===== config.mk =====
export PLATFORM = sky130hd
export DESIGN_NAME = vcmpnez_unit
export DESIGN_NICKNAME = d
export VERILOG_FILES = /design/src/rtl/vcmp_pkg.sv /design/src/rtl/vcmp_ctrl.sv /design/src/rtl/vcmp_lanes.sv /design/src/rtl/vcmpnez_unit.sv
export SDC_FILE = /design/constraint.sdc
export NUM_CORES = 1
export LEC_CHECK = 0
export BUFFER_PORTS_ARGS = -buffer_cell sky130_fd_sc_hd__buf_2
export CORE_AREA = 2 2 168 170
export DETAILED_ROUTE_END_ITERATION = 16
export DIE_AREA = 0 0 170 172
export GPL_ROUTABILITY_DRIVEN = 0
export REMOVE_ABC_BUFFERS = 1
export SLEW_MARGIN = 10
export SYNTH_ARGS = -nofsm -noshare
export SYNTH_HDL_FRONTEND = slang
export SYNTH_SLANG_ARGS = --single-unit

===== constraint.sdc =====
create_clock -name clk -period 1.8 [get_ports clk]
set_clock_uncertainty 0.1 [all_clocks]
set_input_delay 0.54 -clock clk [delete_from_list [all_inputs] [get_ports clk]]
set_output_delay 0.54 -clock clk [all_outputs]
set_load 0.1 [all_outputs]

===== src/rtl/vcmp_pkg.sv =====
package vcmp_pkg;

  typedef enum logic [1:0] {
    SZ_BYTE = 2'd0,
    SZ_HALF = 2'd1,
    SZ_WORD = 2'd2
  } elemSize_e;

  typedef struct packed {
    logic      load;      // accept strobe: capture a new response
    logic      bad;       // unrecognised encoding
    logic      zeroMode;  // zero-aware compare form
    logic      record;    // summary write requested
    elemSize_e size;      // lane width
  } cmpCtrl_t;

  localparam logic [5:0] PRIMARY_OP = 6'b000100;

endpackage


===== src/rtl/vcmp_ctrl.sv =====
module vcmp_ctrl
  import vcmp_pkg::*;
(
  input  logic        clk,
  input  logic        rst_n,
  input  logic [31:0] instr,
  input  logic        inValid,
  output logic        inReady,
  output logic        outValid,
  input  logic        outReady,
  output cmpCtrl_t    ctrl
);

  logic       validQ;
  logic       accept;
  logic [5:0] primOp;
  logic [9:0] extOp;
  logic       recBit;
  logic       known;
  logic       zeroSel;
  elemSize_e  sizeSel;
  logic       unusedFields;

  assign primOp       = instr[31:26];
  assign recBit       = instr[10];
  assign extOp        = instr[9:0];
  assign unusedFields = ^instr[25:11];

  assign inReady = !validQ || outReady;
  assign accept  = inValid && inReady;

  always_comb begin
    known   = 1'b1;
    zeroSel = 1'b0;
    sizeSel = SZ_BYTE;
    unique case (extOp)
      10'b0000000111: begin zeroSel = 1'b0; sizeSel = SZ_BYTE; end
      10'b0001000111: begin zeroSel = 1'b0; sizeSel = SZ_HALF; end
      10'b0010000111: begin zeroSel = 1'b0; sizeSel = SZ_WORD; end
      10'b0100000111: begin zeroSel = 1'b1; sizeSel = SZ_BYTE; end
      10'b0101000111: begin zeroSel = 1'b1; sizeSel = SZ_HALF; end
      10'b0110000111: begin zeroSel = 1'b1; sizeSel = SZ_WORD; end
      default:        known = 1'b0;
    endcase
    if (primOp != PRIMARY_OP) known = 1'b0;
  end

  always_comb begin
    ctrl.load     = accept;
    ctrl.bad      = !known;
    ctrl.zeroMode = zeroSel;
    ctrl.record   = recBit && known;
    ctrl.size     = sizeSel;
  end

  always_ff @(posedge clk or negedge rst_n) begin
    if (!rst_n)        validQ <= 1'b0;
    else if (accept)   validQ <= 1'b1;
    else if (outReady) validQ <= 1'b0;
  end

  assign outValid = validQ;

  p_accept_valid_r9: assert property (@(posedge clk) disable iff (!rst_n)
    (inValid && inReady) |=> outValid);

  p_hold_valid_r9: assert property (@(posedge clk) disable iff (!rst_n)
    (outValid && !outReady) |=> outValid);

endmodule


===== src/rtl/vcmp_lanes.sv =====
module vcmp_lanes
  import vcmp_pkg::*;
#(
  parameter int VEC_W = 128
) (
  input  logic             clk,
  input  logic             rst_n,
  input  cmpCtrl_t         ctrl,
  input  logic [VEC_W-1:0] vecA,
  input  logic [VEC_W-1:0] vecB,
  output logic [VEC_W-1:0] resQ,
  output logic [3:0]       crQ,
  output logic             wrQ,
  output logic             badQ
);

  localparam int NUM_SIZES = 3;

  logic [VEC_W-1:0]     sizeMask [NUM_SIZES];
  logic [NUM_SIZES-1:0] sizeAll;
  logic [NUM_SIZES-1:0] sizeNone;

  for (genvar g = 0; g < NUM_SIZES; g++) begin : g_size
    localparam int EW = 8 << g;
    localparam int NL = VEC_W / EW;
    logic [NL-1:0]    hit;
    logic [VEC_W-1:0] mask;

    for (genvar l = 0; l < NL; l++) begin : g_lane
      logic [EW-1:0] elemA;
      logic [EW-1:0] elemB;
      logic          differ;
      logic          anyZero;
      assign elemA   = vecA[VEC_W-1-l*EW -: EW];
      assign elemB   = vecB[VEC_W-1-l*EW -: EW];
      assign differ  = elemA != elemB;
      assign anyZero = (elemA == '0) || (elemB == '0);
      assign hit[l]  = differ || (ctrl.zeroMode && anyZero);
      assign mask[VEC_W-1-l*EW -: EW] = {EW{hit[l]}};
    end

    assign sizeMask[g] = mask;
    assign sizeAll[g]  = &hit;
    assign sizeNone[g] = ~|hit;
  end

  logic [VEC_W-1:0] maskSel;
  logic             allSel;
  logic             noneSel;

  always_comb begin
    unique case (ctrl.size)
      SZ_HALF: begin maskSel = sizeMask[1]; allSel = sizeAll[1]; noneSel = sizeNone[1]; end
      SZ_WORD: begin maskSel = sizeMask[2]; allSel = sizeAll[2]; noneSel = sizeNone[2]; end
      default: begin maskSel = sizeMask[0]; allSel = sizeAll[0]; noneSel = sizeNone[0]; end
    endcase
  end

  always_ff @(posedge clk or negedge rst_n) begin
    if (!rst_n) begin
      resQ <= '0;
      crQ  <= '0;
      wrQ  <= 1'b0;
      badQ <= 1'b0;
    end else if (ctrl.load) begin
      badQ <= ctrl.bad;
      if (ctrl.bad) begin
        resQ <= '0;
        crQ  <= '0;
        wrQ  <= 1'b0;
      end else begin
        resQ <= maskSel;
        crQ  <= {allSel, 1'b0, noneSel, 1'b0};
        wrQ  <= ctrl.record;
      end
    end
  end

  p_cr_shape_r6: assert property (@(posedge clk) disable iff (!rst_n)
    wrQ |-> (crQ[2] == 1'b0 && crQ[0] == 1'b0 && !(crQ[3] && crQ[1])));

  p_illegal_quiet_r8: assert property (@(posedge clk) disable iff (!rst_n)
    badQ |-> (!wrQ && resQ == '0));

endmodule


===== src/rtl/vcmpnez_unit.sv =====
module vcmpnez_unit
  import vcmp_pkg::*;
(
  input  logic         clk,
  input  logic         rst_n,
  input  logic         inValid,
  output logic         inReady,
  input  logic [31:0]  instr,
  input  logic [127:0] vecA,
  input  logic [127:0] vecB,
  output logic         outValid,
  input  logic         outReady,
  output logic [127:0] resVec,
  output logic [3:0]   crField,
  output logic         crWrEn,
  output logic         illegal
);

  cmpCtrl_t ctrl;
  logic     wrQ;
  logic     badQ;

  vcmp_ctrl u_ctrl (
    .clk      (clk),
    .rst_n    (rst_n),
    .instr    (instr),
    .inValid  (inValid),
    .inReady  (inReady),
    .outValid (outValid),
    .outReady (outReady),
    .ctrl     (ctrl)
  );

  vcmp_lanes #(.VEC_W(128)) u_lanes (
    .clk   (clk),
    .rst_n (rst_n),
    .ctrl  (ctrl),
    .vecA  (vecA),
    .vecB  (vecB),
    .resQ  (resVec),
    .crQ   (crField),
    .wrQ   (wrQ),
    .badQ  (badQ)
  );

  assign crWrEn  = wrQ && outValid;
  assign illegal = badQ && outValid;

  p_stable_out_r9: assert property (@(posedge clk) disable iff (!rst_n)
    (outValid && !outReady) |=> ($stable(resVec) && $stable(crField)
                                 && $stable(crWrEn) && $stable(illegal)));

endmodule


==> metrics.txt <==
fin nets=between 1000 and 1500; Die Y-Extent=172 µm; clk_lat worst skew=0.26 ns; simple-gate share of the synthesized area=31.9%; status=complete, but fails checks; Ports=428; area leader, netlist=xor2_1; sequential area share after synthesis=11.7%; DPL Wire Length=20100 µm; Max VDD drop=354 µV; instance count of the mapped netlist=607; Worst Tran Pin Value=0.522 ns; asr flop ratio synth=100%; Crit Path Category=input port to register; vias in the first global route=6324; largest net degree at the start of global routing=22; Worst EP arrival=2.36 ns; clk sinks=21; Lkg Pwr=between 4 and 5 nW; most frequent cells in the layout=buf_2 (242), buf_12 (146), buf_4 (129), xor2_1 (118), nand2_1 (64); CP endpoint kind=register; Synth Area in Compound Gates=10.6%; Post-Synth Adder-Cell Area=0.558%; Inserted Clock Buffers=3; routed vias/inst=4.42; Power Dens Cells=205 nW/µm²; first-pass GRT wire length=33200 µm; area of the multi-input gates=3720 µm²; number of max-capacitance violations reported=0; drc violations=0; Post-Syn Area=4490 µm²; fraction of synthesized area in multiplexers=0%; max incr delay on CP=0.31 ns; top cells by area, synth=xor2_1 (25%), buf_4 (19%), nor4_1 (13%); largest family of logic cells by synthesized area=simple AND/OR/NAND/NOR gates; H-tree depth=1; EDFF count, synth=0; area post-placement=9260 µm²; Synth top area share=around 25%; final hold vios=0; minimum clock period=2.30 ns; # hold bufs at CTS=0; unrepaired setup endpoints after global routing=true; Worst-path clk slew=roughly 0.06 ns; Starting Density=16.3%; Tcrit/Tclk final=128%; number of antenna violations at the first check in global routing=3; die width=170 µm; port bufs=410; Post-synth top flop=dfrtp_1; violated checks=setup timing; Root Buffer=clkbuf_16; 1st-iter DRT viols=254; min setup slack post-route=-0.503 ns; cells along the critical path=buf_2 > xor2_1 > nor4_2 > buf_4 > nand4_1 > a211oi_2 > buf_4 > and3_4 > a31oi_1 > o31ai_1; CP Data Required Time=1.86 ns; Die Area=29200 µm²; CTS tree=yes; Seq cells post-synth=21; CP max FO=3; XOR/XNOR share of the synthesized area=between 20% and 30%; Area Growth Syn to Fin=130%; register area=about 530 µm²; fillers=between 2000 and 3000; syn_area_per_cell=7.39 µm²; Peak Freq=434 MHz; final hold slack=about 0.15 ns; router iterations before antenna repair=4; overall routed net length=23300 µm; Longest Clk Path Bufs=2; Yosys cell types=42; fraction of layout cells with a size suffix above 1=64.5%; most used cell, CP=buf_4; Pins Over Slew Limit=0; HP Class=input port to asynchronous set/reset pin; Routed WL per cell=16.7 µm; Final setup viols=18; most common cell after layout, fill and taps aside=buf_2; type of origin of the critical path=input port; detailed-route via count=just over 6000; Rel. slew slack=65.2%; Core Region=27500 µm²; slowest CP cell=nor4_2; warnings from Yosys=0; row count=61; Antenna Nets Post-Route=0; Tot GR Track Use=14.4%; total gr overflow=0; Finished Cell Area=roughly 10000 µm²
[synth_stat cells (2+ instances only)]
master,count
a2111oi_2,2
nand2b_1,2
nor2_1,27
buf_4,114
o21ai_1,10
a211oi_1,3
nand3_1,4
and2_1,5
xor2_1,128
o31ai_2,2
clkbuf_1,2
nand4_1,27
a22o_1,5
a21o_1,4
and3b_1,2
nor4_1,92
dfrtp_1,21
o22ai_1,4
o21a_1,3
buf_2,4
nor4_4,2
inv_1,6
nor4b_1,2
and3_1,2
ha_1,2
nor3_1,14
nor4_2,6
a21oi_1,30
o21ai_0,4
nand2_1,66
[logic make-up (layout without fill, tap and decap cells)]
group,count (synthesis),after routing
DFF,21,21
adders and majority gates,2,2
AOI/OAI and AO/OA,74,74
xor gates and xnor gates,128,128
buffers and inverters,126,563
and+or+nand+nor,255,255
other,1,3
[critical path: cells and delay by family]
| kind | cells | cell delay (ns) |
|---|---|---|
| AOI/OAI and AO/OA | 3 | 0.54 |
| xor gates and xnor gates | 1 | 0.17 |
| buffers and inverters | 3 | 0.44 |
| and+or+nand+nor | 3 | 0.66 |
[worst paths after layout]
path                                      start          endpoint  slack (ns)  cells past startpoint
max in group asynchronous                 rst_n  u_lanes.resQ[31]        1.06                      1
worst max register to register  u_ctrl.outValid    u_lanes.crQ[1]        0.20                      7
worst min-delay path                      rst_n       u_lanes.wrQ        0.15                      1
min in group clk                      instr[10]       u_lanes.wrQ        0.41                      2
worst max-delay path                   vecB[14]    u_lanes.crQ[1]       -0.50                     10
worst min register to register      u_lanes.wrQ       u_lanes.wrQ        0.42                      1
[metal layers]
metal	share of wire (%)	track usage [%]	up-vias	wire length [µm]
met5	0.18	0	-	41
met4	2.1	2.86	6	488
met2	54	27.6	267	12500
met1	37	16.1	2868	8540
li1	-	-	2971	-
met3	7.3	3.85	40	1710
[cell type report]
class	count	area share [%]
Multi-Input combinational cell	461	36.1
Timing Repair Buffer	553	53.5
Tap cell	346	4.19
Inverter	6	0.291
Clock buffer	4	0.763
Antenna cell	1	0.0242
Sequential cell	21	5.12
[repair_timing]
item                       4_1_cts  5_1_grt
gates resized for setup         64      119
pin swaps                       37       45
setup buffers                    3        6
setup endpoints to repair       28       21
[registers in the layout, indices dropped and copies added, names as in the netlist]
register,count
u_lanes.resQ,16
u_lanes.crQ,2
u_ctrl.outValid,1
u_lanes.badQ,1
u_lanes.wrQ,1
[power breakdown]
| group | internal (W) | total, W | switching [W] |
|---|---|---|---|
| Sequential | 0.000473 | 0.000474 | 0.000000873 |
| Clock | 0.000303 | 0.000492 | 0.000189 |
| Combinational | 0.000567 | 0.00115 | 0.000586 |
| Total | 0.00134 | 0.00212 | 0.000776 |
[metrics by stage]
stage	util [%]	instances	TNS (ns)	power [W]	setup WS, ns
after floorplan	-	488	-567.95	0.000832	-4.07
after global placement	33.7	1378	-15.35	0.00144	-0.882
after detailed placement	33.7	1378	-15.17	0.00146	-0.887
after CTS	35.3	1385	-7.44	0.00202	-0.456
after global routing	37.6	1391	-9.76	0.00224	-0.639
final	37.6	1392	-7.62	0.00212	-0.503
Note: power is estimated with default switching activity, not from simulation.
